$ cat src/rtl/rtc_sqw_pkg.sv
package rtc_sqw_pkg;

   typedef enum logic [1:0] {
      RATE_1HZ  = 2'b00,
      RATE_4K   = 2'b01,
      RATE_8K   = 2'b10,
      RATE_32K  = 2'b11
   } rate_e;

   typedef struct packed {
      logic  osc_stop;
      logic  bkp_en;
      rate_e rate;
      logic  int_mode;
      logic  alm_ie;
   } ctrl_t;

   localparam ctrl_t CTRL_POR = '{osc_stop: 1'b0, bkp_en: 1'b0, rate: RATE_32K,
                                  int_mode: 1'b0, alm_ie: 1'b0};

   // byte image seen by software; positions are decoded by firmware
   function automatic logic [7:0] ctrl_to_byte(ctrl_t c);
      return {c.osc_stop, 1'b0, c.bkp_en, c.rate, c.int_mode, 1'b0, c.alm_ie};
   endfunction

   function automatic ctrl_t byte_to_ctrl(logic [7:0] b);
      ctrl_t c;
      c.osc_stop = b[7];
      c.bkp_en   = b[5];
      c.rate     = rate_e'(b[4:3]);
      c.int_mode = b[2];
      c.alm_ie   = b[0];
      return c;
   endfunction

endpackage

$ cat src/rtl/rtc_ctrl_regs.sv
module rtc_ctrl_regs
   import rtc_sqw_pkg::*;
#(
   parameter logic [7:0] CTRL_RD = 8'h0D,
   parameter logic [7:0] CTRL_WR = 8'h8D,
   parameter logic [7:0] STAT_RD = 8'h0F,
   parameter logic [7:0] STAT_WR = 8'h8F
) (
   input  logic        clk,
   input  logic        rst_n,
   input  logic        bus_wr,
   input  logic [7:0]  bus_addr,
   input  logic [7:0]  bus_wdata,
   input  logic        alarm_hit,
   output ctrl_t       ctrl,
   output logic        alarm_flag,
   output logic [7:0]  bus_rdata
);

   localparam logic [7:0] WR_BIT = 8'h80;

   if (CTRL_WR != (CTRL_RD | WR_BIT)) begin : g_bad_ctrl_addr
      $error("control write address must be read address with bit 7 set");
   end
   if (STAT_WR != (STAT_RD | WR_BIT)) begin : g_bad_stat_addr
      $error("status write address must be read address with bit 7 set");
   end
   if (CTRL_RD == STAT_RD) begin : g_addr_clash
      $error("control and status addresses must differ");
   end

   logic ctrl_we;
   logic flag_clr;

   assign ctrl_we  = bus_wr && (bus_addr == CTRL_WR);
   assign flag_clr = bus_wr && (bus_addr == STAT_WR) && !bus_wdata[0];

   always_ff @(posedge clk or negedge rst_n) begin
      if (!rst_n)       ctrl <= CTRL_POR;
      else if (ctrl_we) ctrl <= byte_to_ctrl(bus_wdata);
   end

   // a fresh match outranks a clear in the same cycle
   always_ff @(posedge clk or negedge rst_n) begin
      if (!rst_n)         alarm_flag <= 1'b0;
      else if (alarm_hit) alarm_flag <= 1'b1;
      else if (flag_clr)  alarm_flag <= 1'b0;
   end

   always_comb begin
      case (bus_addr)
         CTRL_RD: bus_rdata = ctrl_to_byte(ctrl);
         STAT_RD: bus_rdata = {7'd0, alarm_flag};
         default: bus_rdata = 8'h00;
      endcase
   end

   assert_flag_set_R6: assert property (@(posedge clk) disable iff (!rst_n)
      alarm_hit |=> alarm_flag);

   assert_flag_sticky_R8: assert property (@(posedge clk) disable iff (!rst_n)
      (alarm_flag && !(bus_wr && bus_addr == STAT_WR && !bus_wdata[0])) |=> alarm_flag);

   assert_ctrl_load_R2: assert property (@(posedge clk) disable iff (!rst_n)
      (bus_wr && bus_addr == CTRL_WR) |=> (ctrl_to_byte(ctrl) == ($past(bus_wdata) & 8'hBD)));

endmodule

$ cat src/rtl/rtc_rate_div.sv
module rtc_rate_div
   import rtc_sqw_pkg::*;
#(
   parameter int DIV_BITS = 16,
   parameter int TAP_8K   = 2,
   parameter int TAP_4K   = 3
) (
   input  logic  clk,
   input  logic  rst_n,
   input  logic  run,
   input  logic  tick,
   input  rate_e rate,
   output logic  sq
);

   localparam int TAP_32K = 0;
   localparam int TAP_1HZ = DIV_BITS - 1;
   localparam int NRATES  = 4;

   if (!(TAP_32K < TAP_8K && TAP_8K < TAP_4K && TAP_4K < TAP_1HZ)) begin : g_bad_taps
      $error("divider taps must rise strictly from fastest to slowest rate");
   end

   logic [DIV_BITS-1:0] cnt;
   logic [NRATES-1:0]   taps;

   always_ff @(posedge clk or negedge rst_n) begin
      if (!rst_n)    cnt <= '0;
      else if (!run) cnt <= '0;
      else if (tick) cnt <= cnt + 1'b1;
   end

   for (genvar r = 0; r < NRATES; r++) begin : g_tap
      localparam int POS = (r == int'(RATE_1HZ)) ? TAP_1HZ :
                           (r == int'(RATE_4K))  ? TAP_4K  :
                           (r == int'(RATE_8K))  ? TAP_8K  : TAP_32K;
      assign taps[r] = cnt[POS];
   end

   assign sq = taps[rate];

   assert_hold_low_R5: assert property (@(posedge clk) disable iff (!rst_n)
      !run |=> !sq);

   assert_fast_toggle_R3: assert property (@(posedge clk) disable iff (!rst_n)
      (run && tick && rate == RATE_32K) |=> (rate != RATE_32K || sq != $past(sq)));

endmodule

$ cat src/rtl/rtc_pin_mux.sv
module rtc_pin_mux (
   input  logic clk,
   input  logic rst_n,
   input  logic vcc_ok,
   input  logic bkp_en,
   input  logic int_mode,
   input  logic alm_ie,
   input  logic alarm_flag,
   input  logic sq,
   output logic pin_oe,
   output logic pin_out
);

   logic may_drive;

   assign may_drive = vcc_ok || bkp_en;

   always_comb begin
      if (int_mode) begin
         pin_oe  = may_drive && alm_ie && alarm_flag;
         pin_out = 1'b0;
      end else begin
         pin_oe  = may_drive;
         pin_out = sq;
      end
   end

   assert_int_masked_R7: assert property (@(posedge clk) disable iff (!rst_n)
      (int_mode && !alm_ie) |-> !pin_oe);

   assert_int_low_R7: assert property (@(posedge clk) disable iff (!rst_n)
      (int_mode && pin_oe) |-> !pin_out);

   assert_sq_drive_R4: assert property (@(posedge clk) disable iff (!rst_n)
      (!int_mode && vcc_ok) |-> (pin_oe && pin_out == sq));

   assert_hiz_R9: assert property (@(posedge clk) disable iff (!rst_n)
      (!vcc_ok && !bkp_en) |-> !pin_oe);

endmodule

$ cat src/rtl/rtc_sqw_ctrl.sv
module rtc_sqw_ctrl
   import rtc_sqw_pkg::*;
#(
   parameter int         DIV_BITS = 16,
   parameter int         TAP_8K   = 2,
   parameter int         TAP_4K   = 3,
   parameter logic [7:0] CTRL_RD  = 8'h0D,
   parameter logic [7:0] STAT_RD  = 8'h0F
) (
   input  logic       clk,
   input  logic       rst_n,
   input  logic       osc_tick,
   input  logic       vcc_ok,
   input  logic       alarm_hit,
   input  logic       bus_wr,
   input  logic [7:0] bus_addr,
   input  logic [7:0] bus_wdata,
   output logic [7:0] bus_rdata,
   output logic       pin_oe,
   output logic       pin_out
);

   localparam logic [7:0] CTRL_WR = CTRL_RD | 8'h80;
   localparam logic [7:0] STAT_WR = STAT_RD | 8'h80;

   ctrl_t ctrl;
   logic  alarm_flag;
   logic  osc_run;
   logic  sq;

   rtc_ctrl_regs #(
      .CTRL_RD (CTRL_RD),
      .CTRL_WR (CTRL_WR),
      .STAT_RD (STAT_RD),
      .STAT_WR (STAT_WR)
   ) u_regs (
      .clk        (clk),
      .rst_n      (rst_n),
      .bus_wr     (bus_wr),
      .bus_addr   (bus_addr),
      .bus_wdata  (bus_wdata),
      .alarm_hit  (alarm_hit),
      .ctrl       (ctrl),
      .alarm_flag (alarm_flag),
      .bus_rdata  (bus_rdata)
   );

   // the stop bit only bites on backup supply
   assign osc_run = vcc_ok || !ctrl.osc_stop;

   rtc_rate_div #(
      .DIV_BITS (DIV_BITS),
      .TAP_8K   (TAP_8K),
      .TAP_4K   (TAP_4K)
   ) u_div (
      .clk   (clk),
      .rst_n (rst_n),
      .run   (osc_run),
      .tick  (osc_tick),
      .rate  (ctrl.rate),
      .sq    (sq)
   );

   rtc_pin_mux u_pin (
      .clk        (clk),
      .rst_n      (rst_n),
      .vcc_ok     (vcc_ok),
      .bkp_en     (ctrl.bkp_en),
      .int_mode   (ctrl.int_mode),
      .alm_ie     (ctrl.alm_ie),
      .alarm_flag (alarm_flag),
      .sq         (sq),
      .pin_oe     (pin_oe),
      .pin_out    (pin_out)
   );

   assert_stop_freeze_R5: assert property (@(posedge clk) disable iff (!rst_n)
      (!vcc_ok && ctrl.osc_stop && !ctrl.int_mode && pin_oe) |=>
         (!(!vcc_ok && ctrl.osc_stop && !ctrl.int_mode && pin_oe) || !pin_out));

endmodule

$ cat config.mk
export PLATFORM = sky130hd
export DESIGN_NAME = rtc_sqw_ctrl
export DESIGN_NICKNAME = d
export VERILOG_FILES = /design/src/rtl/rtc_sqw_pkg.sv /design/src/rtl/rtc_ctrl_regs.sv /design/src/rtl/rtc_rate_div.sv /design/src/rtl/rtc_pin_mux.sv /design/src/rtl/rtc_sqw_ctrl.sv
export SDC_FILE = /design/constraint.sdc
export NUM_CORES = 1
export LEC_CHECK = 0
export ABC_AREA = 1
export ABC_CLOCK_PERIOD_IN_PS = 2800
export BUFFER_PORTS_ARGS = -buffer_cell sky130_fd_sc_hd__buf_4
export CORE_ASPECT_RATIO = 1.4
export CORE_UTILIZATION = 56
export CTS_CLUSTER_SIZE = 24
export DETAILED_ROUTE_END_ITERATION = 7
export PLACE_DENSITY = 0.93
export SYNTH_ARGS = -nofsm -noshare
export SYNTH_HDL_FRONTEND = slang
export SYNTH_SLANG_ARGS = --single-unit
$ cat constraint.sdc
create_clock -name clk -period 2.8 [get_ports clk]
set_clock_uncertainty 0.2 [all_clocks]
set_input_delay 0.84 -clock clk [delete_from_list [all_inputs] [get_ports clk]]
set_output_delay 0.84 -clock clk [all_outputs]
set_load 0.02 [all_outputs]
# Yosys cells after proc, flatten, opt, wreduce, memory -nomap -nowiden
# Cells that the tools add are included.
[op_classes] eq_ne=5 magnitude_cmp=1 mux=9 add_sub_neg=1 n_reduce_logical=10
[ops] cell="$mux 16" count=2
[ops] cell="$add 16x1->16 const B" count=1
[ops] cell="$eq 8x4->1 const B" count=2
[ops] cell="$eq 8x8->1 const B" count=2
[ops] cell="$pmux 8 s2" count=1
[ops] cell="$logic_and 1x1->1" count=5
[ops] cell="$mux 1" count=5
[ops] cell="$lt 2x3->1 const B" count=1
[ops] cell="$bmux 1 s2" count=1
[ops] cell="$logic_not 1->1" count=2
[ops] cell="$logic_or 1x1->1" count=2
[ops] cell="$ne 2x2->1 const B" count=1
[ops] cell="$reduce_bool 2->1" count=1
[totals] output_inout_bits=10 word_cells=33 reg_bits=23 inputBits=22

# Logic depth before layout (Yosys ltp)
# Gate-level depths: netlist (run 1).
[logic_depth] word_depth=5 ltp_mapped=8 ltp_nobuf=8

# Modules after synthesis
# Synthesis (run 1) repeated with hierarchy kept, for this count alone.
[hier_totals] hier_cells=203 area_unflattened_um2=1417.6
[modules_own_cells] module="rtc_rate_div" area_each_um2=930.9 instances=1 seq_area_each_um2=400.4 cells_per_inst=132
[modules_own_cells] module="rtc_ctrl_regs" area_each_um2=459.2 instances=1 seq_area_each_um2=177.7 cells_per_inst=64
[modules_own_cells] module="rtc_pin_mux" area_each_um2=20.0 instances=1 seq_area_each_um2=0.0 cells_per_inst=5
[modules_own_cells] module="rtc_sqw_ctrl" area_each_um2=7.5 instances=1 seq_area_each_um2=0.0 cells_per_inst=2

# Least setup slack after synthesis (run 1)
# No wires, ideal clock.
[synth_timing] path_kind="input -> output" startpoint="in bus_addr[5]" endpoint="out bus_rdata[2]" t_arrival_ps=1543 path_buffers=0 setup_slack_ps=217 required_ps=1760 path_stages=5 path_cell_list="nor2_1 nand2_1 nor2_1 nand2_1 nor2_1"
[synth_between] elab_chain_len=2 word_cells_on_any_way=3 cone_classes="2 x eq/ne; 1 x mux"
[synth_rtl] element="start, declared" line="rtc_sqw_ctrl.sv:16" text="input logic [7:0] bus_addr,"
[synth_rtl] element="$eq 8x4->1" line="rtc_ctrl_regs.sv:51" text="case (bus_addr)"
[synth_rtl] element="$pmux 8 s2 *" line="rtc_ctrl_regs.sv:51"
[synth_rtl] element="end, declared" line="rtc_sqw_ctrl.sv:18" text="output logic [7:0] bus_rdata,"
# Mark *: on every way between the ends. The rest lies on a longest branch, timed or not.

# Final worst setup path (run 1)
[layout_timing] startpoint="in bus_addr[5]" endpoint="out bus_rdata[0]"
# Same word-level chain as after synthesis.

==> impl_summary.log, run 1 <==
INFO  metric layout-area-overhead-vs-synth = 19.6%
INFO  metric cellPowerDensity = approximately 360 mW/mm2
INFO  metric cp_peak_stage_delay = around 140 ps
INFO  metric die_x = 43.1 um
INFO  metric post_route_cells_drive_above_1_share = 21.8%
INFO  metric grt_antenna_before_repair = 0
INFO  metric global_route_wire_length_before_repair = around 4.7 mm
INFO  metric timing.critical_path.required = 1760 ps
INFO  metric setup_total_negative_slack = 0 ps
INFO  metric cts-buffers-inserted = 3
INFO  metric timing.hold.worst.class = in2async
INFO  metric crit_type = in2out
INFO  metric critical_path.max_fanout = 2
INFO  metric layout_min_cycle_time = around 2700 ps
INFO  metric run_status = finished clean
INFO  metric rows = 20
INFO  metric starting_utilization_of_the_core_area = between 50% and 60%
INFO  metric count_of_buffers_added_by_post_cts_timing_repair_for_setup = 0
INFO  metric clockPowerShare = 28.3%
INFO  metric clkLatencyLatePin = approximately 320 ps
INFO  metric period_share = a little over nine tenths
INFO  metric synth-compound-area-share = 11.5%
INFO  metric final_max_slew_viol_count = 0
INFO  metric port_buffer_count = 27
INFO  metric worst_setup_path_end_kind = output pin
INFO  metric synth_area_per_cell = about 7 um2
INFO  metric fillCellCount = about 160
INFO  metric finalHoldViolCount = 0
INFO  metric num_vias = 1241
INFO  metric maximum_number_of_pins_on_one_net_before_global_route_repair = 24
INFO  metric detail_route.first_pass.iterations = 4
INFO  metric gp_congestion = between 0.8 and 0.9
INFO  metric final_antenna_net_count = 0
INFO  metric synth_top_family_by_area = simple AND/OR/NAND/NOR gates
INFO  metric peakVddDrop = approximately 0.33 mV
INFO  metric post_synthesis_share_of_cell_area_spent_on_xor_and_xnor_gates = 0%
INFO  metric combPwrFrac = 11.6%
INFO  metric synth.yosys.seq_area_share = a little over two fifths
INFO  metric wl_per_cell = between 10 and 15 um
INFO  metric ys_types = 23
INFO  metric cts_max_path_buffers = 2
INFO  metric avgViaCountPerCell = roughly 5.2
INFO  metric design.core.area = ~0.0022 mm2
INFO  metric die_area = 0.00256 mm2
INFO  metric yosys_warnings = 0
INFO  metric finalInstanceArea = roughly 0.0016 mm2
INFO  metric totalWireLength = about 2.8 mm
INFO  metric antenna_cells_inserted = 0
INFO  metric finalNetCount = 240
INFO  metric grt_setup_unrepaired = no
INFO  metric grt_overflow = 0
INFO  metric max_cap_violations = 0
INFO  metric drc = 0
INFO  metric dp_hpwl = between 2 and 2.5 mm
INFO  metric ff_latch_area = between 500 and 600 um2
INFO  metric post_synth_design_cell_area = between 0.001 and 0.0015 mm2
INFO  metric gr-usage-all-layers = about 25%
INFO  metric synth_fa_ha_area_share = less than 1%
INFO  metric final-setup-viol-count = 0
INFO  metric power.net_switching = ~0.00015 W
INFO  metric fp.dieH = 59.5 um
INFO  metric critPathSlowestCell = sky130_fd_sc_hd__buf_4
INFO  metric synth-simple-area-share = around a third
INFO  metric cpLargestDelayFamily = simple AND/OR/NAND/NOR gates
INFO  metric clock_sinks = 23
INFO  metric ctsHtreeMaxLevel = 1
INFO  metric critPathBufInv = 3
INFO  metric cts-root-buf = sky130_fd_sc_hd__clkbuf_4
INFO  metric internal-power = ~0.00042 W
INFO  metric cellLeakagePower = 0.797 nW
INFO  metric critical_path_most_common_cell = sky130_fd_sc_hd__buf_4
INFO  metric timing.critical_path.arrival = 1640 ps
INFO  metric share_seq_of_total_power = about 60%
INFO  metric tritoncts = done
INFO  metric grt_pass1_vias = 1252
INFO  metric power_switching_share = between 20% and 30%
INFO  metric synth.ff_latch_count = 23
INFO  metric synthesis.instances = 186
INFO  metric pin_count = 32
INFO  metric synth_mux_area_share = 0%
INFO  metric detailed_place.area = approximately 0.0015 mm2
INFO  metric multiInputGateArea = around 620 um2
INFO  metric max_freq = approximately 370 MHz
INFO  metric crit_chain = buf_4, nor2_1, nand2_1, nor2_2, buf_4, nand3_1, nand2_1, buf_4
INFO  metric critPathLaunchType = primary input
INFO  metric cts.reportedPaths.clkPinSlew = 140 ps
INFO  metric drtIter0Drc = 29
[worst reg2reg max path, stage by stage, from the launching register on]
cell	delay [ps]
sky130_fd_sc_hd__dfrtp_1	430
sky130_fd_sc_hd__ha_1	210
sky130_fd_sc_hd__nand3_1	120
sky130_fd_sc_hd__nor2_4	200
sky130_fd_sc_hd__nand3_1	110
sky130_fd_sc_hd__o21ai_1	140
sky130_fd_sc_hd__nor2_1	50
[path summary, 6_finish.rpt]
path	slack (ps)	to	depth (start not counted)	start
min in group clk	310	u_div.cnt[5]	1	u_div.cnt[5]
hold / removal	180	u_div.cnt[1]	1	rst_n
hold reg to reg	310	u_div.cnt[5]	1	u_div.cnt[5]
setup / recovery	120	bus_rdata[0]	8	bus_addr[5]
setup reg to reg	1230	u_div.cnt[12]	6	u_div.cnt[1]
max in group asynchronous	1940	u_regs.ctrl[3]	1	rst_n
[power groups by stage]
stage,logic (W),registers [W],clock network [W]
2_1_floorplan,0.0000303,0.000350,0
3_3_place_gp,0.0000643,0.000351,0
3_5_place_dp,0.0000664,0.000351,0
4_1_cts,0.0000668,0.000345,0.000163
5_1_grt,0.0000739,0.000346,0.000180
6_report,0.0000666,0.000345,0.000163
[through the flow]
stage,std cells,hold slack (ps),setup slack [ps],util [%],total power [W]
after floorplan,187,255,217,-,0.000380
after global placement,234,281,133,70.2,0.000415
after detailed placement,234,288,95.9,70.2,0.000418
after CTS,238,195,86.7,71.5,0.000575
after global routing,238,180,42.4,71.8,0.000599
final,238,177,125,71.8,0.000575
[synth_stat cells]
cell	number	area share [%]
sky130_fd_sc_hd__a21oi_1	16	6.1
sky130_fd_sc_hd__inv_2	1	0.28
sky130_fd_sc_hd__buf_4	2	1.1
sky130_fd_sc_hd__nor2_1	36	10
sky130_fd_sc_hd__o21ai_0	9	3.4
sky130_fd_sc_hd__nand3_2	3	2.3
sky130_fd_sc_hd__o21ai_1	1	0.38
sky130_fd_sc_hd__nand2_2	1	0.47
sky130_fd_sc_hd__ha_1	1	0.95
sky130_fd_sc_hd__a31oi_1	1	0.47
sky130_fd_sc_hd__dfstp_2	2	4.0
sky130_fd_sc_hd__nor2_2	3	1.4
sky130_fd_sc_hd__inv_1	28	8.0
sky130_fd_sc_hd__and2_0	1	0.47
sky130_fd_sc_hd__o211ai_1	2	1.1
sky130_fd_sc_hd__nor3_1	3	1.1
sky130_fd_sc_hd__dfrtp_1	21	40
sky130_fd_sc_hd__buf_2	2	0.76
sky130_fd_sc_hd__conb_1	1	0.28
sky130_fd_sc_hd__and3_1	1	0.47
sky130_fd_sc_hd__nor2_4	2	1.7
sky130_fd_sc_hd__nand3_1	14	5.3
sky130_fd_sc_hd__nand2_1	35	9.9
[state kept, by name, indices dropped and copies added, names as in the netlist]
| register | count |
|---|---|
| u_regs.ctrl | 6 |
| u_regs.alarm_flag | 1 |
| u_div.cnt | 16 |
[cells by family after synthesis]
| family | Yosys count |
|---|---|
| other | 1 |
| AOI/OAI and AO/OA | 29 |
| DFF | 23 |
| adders and majority gates | 1 |
| and+or+nand+nor | 99 |
| buffers and inverters | 33 |
[cells in the final DEF (no fill, tap or decap), types with 3 or more instances in the layout]
cell                       count
sky130_fd_sc_hd__a21oi_1      16
sky130_fd_sc_hd__buf_4        29
sky130_fd_sc_hd__clkbuf_4      3
sky130_fd_sc_hd__dfrtp_1      21
sky130_fd_sc_hd__inv_1        28
sky130_fd_sc_hd__nand2_1      34
sky130_fd_sc_hd__nand3_1      14
sky130_fd_sc_hd__nand3_2       3
sky130_fd_sc_hd__nor2_1       35
sky130_fd_sc_hd__nor2_2        4
sky130_fd_sc_hd__nor3_1        3
sky130_fd_sc_hd__o21ai_0       9
[repair_timing]
action,in CTS,in global routing
endpoints found under the hold margin,0,0
hold buffers,0,0
resized for setup,0,2
endpoints found under the setup margin,0,5
[layer usage]
layer / vias to the layer above / track usage (%) / share of wire (%)
li1: 643 / - / -
met1: 561 / 24.8 / 40
met2: 33 / 48.5 / 55
met3: 4 / 2.13 / 3.6
met4: 0 / 13.0 / 1.9
met5: - / 0 / 0
[final cells by class]
cell class / count / share of cell area, %
clock buffers: 3 / 1.43
clock inverters: 1 / 0.475
inverters: 29 / 6.89
multi-input cells: 131 / 39.1
flip-flops and latches: 23 / 36.6
well taps: 22 / 1.74
repair buffers: 29 / 13.8
Note: power is estimated with default switching activity, not from simulation.
==> inputs of run 2 (changes only) <==
--- a/config.mk
+++ b/config.mk
@@ -5,7 +5,6 @@
 export SDC_FILE = /design/constraint.sdc
 export NUM_CORES = 1
 export LEC_CHECK = 0
-export ABC_AREA = 1
 export ABC_CLOCK_PERIOD_IN_PS = 2800
 export BUFFER_PORTS_ARGS = -buffer_cell sky130_fd_sc_hd__buf_4
 export CORE_ASPECT_RATIO = 1.4
==> run 2 against run 1 <==
Effect of this change:
- clock power fell by 8%
- first-iteration DRC count decreased by 55%
- wire length shrank 3.2%
- sequential cell count unchanged
- setup slack got worse by 100 ps
- cell count fell by 26%
- via count fell by 15%
- worst hold slack better by 13 ps
- combinational power rose by 140%
- sequential power increased by 30%
- die area shrank 2.9%
- utilization shrank 0.21 points
- largest cell class unchanged
==> impl_summary.log, run 2 <==
INFO  metric rows = 20
INFO  metric cts.reportedPaths.clkPinSlew = ~120 ps
INFO  metric cellPowerDensity = 488 mW/mm2
INFO  metric dp_hpwl = 2.10 mm
INFO  metric final_max_slew_viol_count = 0
INFO  metric fillCellCount = ~160
INFO  metric top_regs = u_div.cnt: 16 flops, u_regs.ctrl: 6 flops, u_regs.alarm_flag: 1 flops
INFO  metric clkLatencyLatePin = 310 ps
INFO  metric timing.hold.worst.class = in2async
INFO  metric finalInstanceArea = between 0.0015 and 0.002 mm2
INFO  metric wl_per_cell = about 15 um
INFO  metric peakVddDrop = slightly below 0.4 mV
INFO  metric num_vias = 1049
INFO  metric worst_hold_slack_after_final_layout = around 190 ps
INFO  metric final_antenna_net_count = 0
INFO  metric period_share = between 90% and 100%
INFO  metric max_cap_violations = 0
INFO  metric avgViaCountPerCell = about 6
INFO  metric post_route_cells_drive_above_1_share = between 30% and 40%
INFO  metric antenna_cells_inserted = 0
INFO  metric layout_min_cycle_time = roughly 2800 ps
INFO  metric yosys_warnings = 0
INFO  metric final_cell_mix = sky130_fd_sc_hd__buf_4, sky130_fd_sc_hd__dfrtp_1, sky130_fd_sc_hd__nand2_1, sky130_fd_sc_hd__a21oi_1, sky130_fd_sc_hd__nor2_1
INFO  metric cts-buffers-inserted = 3
INFO  metric pin_count = 32
INFO  metric timing.critical_path.required = roughly 1800 ps
INFO  metric tritoncts = done
INFO  metric ff_latch_area = just under 600 um2
INFO  metric layout-area-overhead-vs-synth = 21.6%
INFO  metric synthesis.instances = about 120
INFO  metric global_route_wire_length_before_repair = 4.51 mm
INFO  metric die_area = 0.00249 mm2
INFO  metric post-synth-top-count-cell = sky130_fd_sc_hd__dfrtp_1
INFO  metric drc = 0
INFO  metric die_x = approximately 42 um
INFO  metric gr-usage-all-layers = 24.3%
INFO  metric post_synth_design_cell_area = about 0.0013 mm2
INFO  metric largest_register_ffs = 16
INFO  metric synth_edf_count = 0
INFO  metric design.core.area = about 0.0022 mm2
INFO  metric cts_max_path_buffers = 2
INFO  metric cellLeakagePower = 0.713 nW
INFO  metric detailed_place.area = between 0.0015 and 0.002 mm2
INFO  metric ys_types = 34
INFO  metric asyncSetResetFlopFracSynth = between 90% and 100%
INFO  metric combPwrFrac = 21.0%
INFO  metric dp_worst_setup_slack = -30.4 ps
INFO  metric final-setup-viol-count = 0
INFO  metric clock_sinks = 23
INFO  metric clockPowerShare = around a fifth
INFO  metric postLayoutCoreUtil = a little under three quarters
INFO  metric max_freq = ~360 MHz
INFO  metric grt_setup_unrepaired = yes
INFO  metric internal-power = 0.000515 W
INFO  metric totalWireLength = 2.68 mm
INFO  metric finalNetCount = 177
INFO  metric layout_commonest_cell = sky130_fd_sc_hd__buf_4
INFO  metric synth_area_leaders = sky130_fd_sc_hd__dfrtp_1, sky130_fd_sc_hd__mux2_2, sky130_fd_sc_hd__mux2i_1
INFO  metric critical_path.max_fanout = 6
INFO  metric grt_antenna_before_repair = 0
INFO  metric cts-root-buf = sky130_fd_sc_hd__clkbuf_4
INFO  metric worst_case_setup_margin_in_the_final_layout = between 20 and 25 ps
INFO  metric detail_route.first_pass.iterations = 4
INFO  metric gp_congestion = approximately 0.77
INFO  metric grt_pass1_vias = about 1.0k
INFO  metric synth.ff_latch_count = 23
INFO  metric synth_common_cells = sky130_fd_sc_hd__dfrtp_1, sky130_fd_sc_hd__nand2_1, sky130_fd_sc_hd__a21oi_1
INFO  metric synth_area_per_cell = ~11 um2
INFO  metric critPathLaunchType = primary input
INFO  metric fp.dieH = between 50 and 60 um
INFO  metric top_register = u_div.cnt
INFO  metric setup_total_negative_slack = 0 ps
INFO  metric ff2ff_path_depth = 4
INFO  metric postCtsHoldBufs = 0
INFO  metric multiInputGateArea = a little under 700 um2
INFO  metric finalHoldViolCount = 0
INFO  metric maximum_number_of_pins_on_one_net_before_global_route_repair = 24
INFO  metric worst_setup_path_end_kind = output pin
INFO  metric power.net_switching = between 0.0002 and 0.00025 W
INFO  metric yosysTopAreaCell = sky130_fd_sc_hd__dfrtp_1
INFO  metric starting_utilization_of_the_core_area = about three fifths
INFO  metric timing.critical_path.arrival = 1740 ps
INFO  metric share_seq_of_total_power = 59.3%
INFO  metric synth.yosys.seq_area_share = between 40% and 50%
INFO  metric ys.flop_type = sky130_fd_sc_hd__dfrtp_1
INFO  metric crit_type = in2out
INFO  metric grt_overflow = 0
INFO  metric synth_largest_type_area_fraction = between 40% and 50%
INFO  metric port_buffer_count = 27
INFO  metric drtIter0Drc = 13
INFO  metric run_status = finished clean
INFO  metric ctsHtreeMaxLevel = 1
INFO  metric power_switching_share = between 30% and 40%
run 2: critical path: stages:
cell and delay (ps):
sky130_fd_sc_hd__buf_6 90, sky130_fd_sc_hd__nand4b_1 210, sky130_fd_sc_hd__nor3_2 130, sky130_fd_sc_hd__buf_4 150, sky130_fd_sc_hd__nor3b_4 180, sky130_fd_sc_hd__buf_6 140
run 2: routing by layer:
metal / up-vias / share of wire [%] / track usage, % / wire, um
li1: 508 / - / - / -
met1: 509 / 37 / 25.3 / 980
met2: 27 / 58 / 47.0 / 1550
met3: 5 / 4.0 / 3.07 / 108
met4: 0 / 1.6 / 11.6 / 42
met5: - / 0 / 0 / 0
run 2: per-stage QoR:
step | power [W] | std cells
3_3_place_gp | 0.000603 | 170
4_1_cts | 0.000760 | 174
6_report | 0.000760 | 175
5_1_grt | 0.000807 | 175
3_5_place_dp | 0.000616 | 170
2_1_floorplan | 0.000555 | 123
run 2: cells by family (layout without fill, tap and decap cells):
logic type	Yosys count	in the layout	synth area share (%)
flops	23	23	45.1
mux	13	13	12.0
compound gates	16	16	7.23
fa+ha+maj	1	1	0.976
xor+xnor	4	4	2.73
simple gates	56	56	27.8
buf+inv	8	38	3.81
other cells	1	2	0.293
run 2: cell type report:
type / instances / area share [%]
Clock buffer: 4 / 1.69
Inverter: 3 / 0.723
Multi-Input combinational cell: 92 / 43.3
Sequential cell: 23 / 37.1
Tap cell: 22 / 1.77
Timing Repair Buffer: 31 / 15.4
run 2: power by group through the flow:
stage | combinational, W | sequential (W) | clock [W]
after CTS | 0.000162 | 0.000449 | 0.000149
after floorplan | 0.000114 | 0.000441 | 0
after detailed placement | 0.000161 | 0.000456 | 0
after global routing | 0.000184 | 0.000459 | 0.000164
after global placement | 0.000151 | 0.000452 | 0
final | 0.000160 | 0.000450 | 0.000150
run 2: worst paths after layout:
path | end | start | slack [ps]
worst min register to register | u_div.cnt[14] | u_div.cnt[14] | 360
worst max-delay path | bus_rdata[0] | bus_addr[5] | 20
worst min-delay path | u_div.cnt[5] | rst_n | 190
worst max register to register | u_div.cnt[8] | u_div.cnt[0] | 970
max in group asynchronous | u_regs.ctrl[2] | rst_n | 1920
min in group clk | u_div.cnt[14] | u_div.cnt[14] | 360
run 2: timing repair:
item,CTS,global route
buffers inserted,0,1
endpoints found under the setup margin,1,6
gates resized for setup,2,1
==> inputs of run 3 (changes only) <==
--- a/config.mk
+++ b/config.mk
@@ -7,10 +7,12 @@
 export LEC_CHECK = 0
 export ABC_CLOCK_PERIOD_IN_PS = 2800
 export BUFFER_PORTS_ARGS = -buffer_cell sky130_fd_sc_hd__buf_4
+export CAP_MARGIN = 20
 export CORE_ASPECT_RATIO = 1.4
 export CORE_UTILIZATION = 56
 export CTS_CLUSTER_SIZE = 24
 export DETAILED_ROUTE_END_ITERATION = 7
+export MAX_ROUTING_LAYER = met4
 export PLACE_DENSITY = 0.93
 export SYNTH_ARGS = -nofsm -noshare
 export SYNTH_HDL_FRONTEND = slang
==> run 3 against run 2 <==
Effect of this change:
- non-clock buffer count stayed put
- largest power group unchanged
- cell area is the same
- highest routed layer unchanged
- setup slack unchanged
==> impl_summary.log, run 3 (same netlist as run 2, synthesis figures left out) <==
INFO  metric timing.hold.worst.class = in2async
INFO  metric rows = 20
INFO  metric fillCellCount = between 150 and 200
INFO  metric die_area = 0.00249 mm2
INFO  metric grt_overflow = 0
INFO  metric drtIter0Drc = 13
INFO  metric antenna_cells_inserted = 0
INFO  metric postCtsHoldBufs = 0
INFO  metric cts-buffers-inserted = 3
INFO  metric starting_utilization_of_the_core_area = about 60%
INFO  metric finalNetCount = about 180
INFO  metric gr-usage-all-layers = between 20% and 30%
INFO  metric combPwrFrac = 21.0%
INFO  metric ff2ff_path_depth = 4
INFO  metric r2r_setup_slack = slightly below 1000 ps
INFO  metric timing.critical_path.required = 1760 ps
INFO  metric layout_min_cycle_time = between 2000 and 3000 ps
INFO  metric critPathLaunchType = primary input
INFO  metric clkLatencyLatePin = between 300 and 400 ps
INFO  metric detail_route.first_pass.iterations = 4
INFO  metric pin_count = 32
INFO  metric power.net_switching = approximately 0.00025 W
INFO  metric layout-area-overhead-vs-synth = 21.6%
INFO  metric clockPowerShare = roughly a fifth
INFO  metric tritoncts = done
INFO  metric finalHoldViolCount = 0
INFO  metric max_cap_violations = 0
INFO  metric final_antenna_net_count = 0
INFO  metric cellPowerDensity = about 490 mW/mm2
INFO  metric design.core.area = around 0.0022 mm2
INFO  metric share_seq_of_total_power = slightly below 60%
INFO  metric final_max_slew_viol_count = 0
INFO  metric cellLeakagePower = between 0.7 and 0.8 nW
INFO  metric crit_type = in2out
INFO  metric timing.critical_path.arrival = roughly 1700 ps
INFO  metric avgViaCountPerCell = roughly 6
INFO  metric crit-reg2reg-capture = u_div.cnt[8]
INFO  metric max_freq = 360 MHz
INFO  metric regToRegStartpoint = u_div.cnt[0]
INFO  metric detailed_place.area = between 0.0015 and 0.002 mm2
INFO  metric ff_latch_area = 578 um2
INFO  metric setup_total_negative_slack = 0 ps
INFO  metric top_regs = u_div.cnt: 16 flops, u_regs.ctrl: 6 flops, u_regs.alarm_flag: 1 flops
INFO  metric gp_congestion = just under 0.8
INFO  metric clock_sinks = 23
INFO  metric finish.cell_count_without_fillers = roughly 180
INFO  metric power_switching_share = about 32%
INFO  metric multiInputGateArea = around 670 um2
INFO  metric ctsHtreeMaxLevel = 1
INFO  metric grt_antenna_before_repair = 0
INFO  metric grt_setup_unrepaired = yes
INFO  metric finalInstanceArea = roughly 0.0016 mm2
INFO  metric largest_register_ffs = 16
INFO  metric run_status = finished clean
INFO  metric cts-root-buf = sky130_fd_sc_hd__clkbuf_4
INFO  metric internal-power = between 0.0005 and 0.0006 W
INFO  metric die_x = 42.4 um
INFO  metric critical_path.max_fanout = 6
INFO  metric maximum_number_of_pins_on_one_net_before_global_route_repair = 24
INFO  metric post_route_cells_drive_above_1_share = between 30 and 40%
INFO  metric totalWireLength = around 2.7 mm
INFO  metric grt_pass1_vias = approximately 1.0k
INFO  metric wl_per_cell = around 15 um
INFO  metric final_cell_mix = sky130_fd_sc_hd__buf_4, sky130_fd_sc_hd__dfrtp_1, sky130_fd_sc_hd__nand2_1, sky130_fd_sc_hd__a21oi_1, sky130_fd_sc_hd__nor2_1
INFO  metric top_register = u_div.cnt
INFO  metric layout_commonest_cell = sky130_fd_sc_hd__buf_4
INFO  metric cts_max_path_buffers = 2
INFO  metric place.detailed.instances = 170
INFO  metric fp.dieH = ~59 um
INFO  metric cts.reportedPaths.clkPinSlew = around 120 ps
INFO  metric num_vias = ~1.0k
INFO  metric drc = 0
INFO  metric period_share = between 90% and 100%
INFO  metric final-setup-viol-count = 0
INFO  metric global_route_wire_length_before_repair = 4.51 mm
INFO  metric port_buffer_count = 27
INFO  metric worst_setup_path_end_kind = output pin
INFO  metric peakVddDrop = 0.392 mV
INFO  metric dp_hpwl = roughly 2.1 mm
run 3: worst max-delay path by stage:
stage	start	end	slack, ps	depth (start not counted)
after floorplan	bus_addr[5]	bus_rdata[0]	20	3
after CTS	bus_addr[5]	bus_rdata[0]	-20	6
after global placement	bus_addr[5]	bus_rdata[0]	10	6
after detailed placement	bus_addr[5]	bus_rdata[0]	-30	6
final	bus_addr[5]	bus_rdata[0]	20	6
after global routing	bus_addr[5]	bus_rdata[0]	-50	6
run 3: cell type report:
class                      instances  share of cell area (%)
multi-input combinational         92                    43.3
sequential                        23                    37.1
timing repair buffer              31                    15.4
tap                               22                    1.77
clock buffer                       4                    1.69
inverter                           3                   0.723
run 3: power groups by stage:
| stage | Combinational (W) | Sequential [W] | Clock (W) |
|---|---|---|---|
| CTS | 0.000162 | 0.000449 | 0.000149 |
| global route | 0.000184 | 0.000459 | 0.000164 |
| detailed placement | 0.000161 | 0.000456 | 0 |
| finish | 0.000160 | 0.000450 | 0.000150 |
| floorplan | 0.000114 | 0.000441 | 0 |
| global placement | 0.000151 | 0.000452 | 0 |
run 3: metrics by stage:
step / hold slack, ps / utilization, % / setup WS [ps] / power [W]
5_1_grt: 205 / 71.6 / -46.3 / 0.000807
3_3_place_gp: 315 / 69.4 / 13.0 / 0.000603
6_report: 190 / 71.6 / 21.7 / 0.000760
2_1_floorplan: 296 / - / 20.6 / 0.000555
3_5_place_dp: 345 / 69.4 / -30.4 / 0.000616
4_1_cts: 205 / 71.0 / -19.0 / 0.000760
run 3: worst max-delay path, cell delays in order:
cell and delay (ps):
sky130_fd_sc_hd__buf_6 90, sky130_fd_sc_hd__nand4b_1 210, sky130_fd_sc_hd__nor3_2 130, sky130_fd_sc_hd__buf_4 150, sky130_fd_sc_hd__nor3b_4 180, sky130_fd_sc_hd__buf_6 140
run 3: repair_timing:
item / CTS / global route
buffers inserted: 0 / 1
setup endpoints to repair: 1 / 6
cloned: 0 / 0
resized for setup: 2 / 1
run 3: routing by layer:
layer,GRT usage (%),wire length [um],vias to the layer above
met1,25.3,980,509
met4,11.6,39,0
li1,-,-,508
met5,-,0,-
met2,47.0,1550,27
met3,3.07,111,5
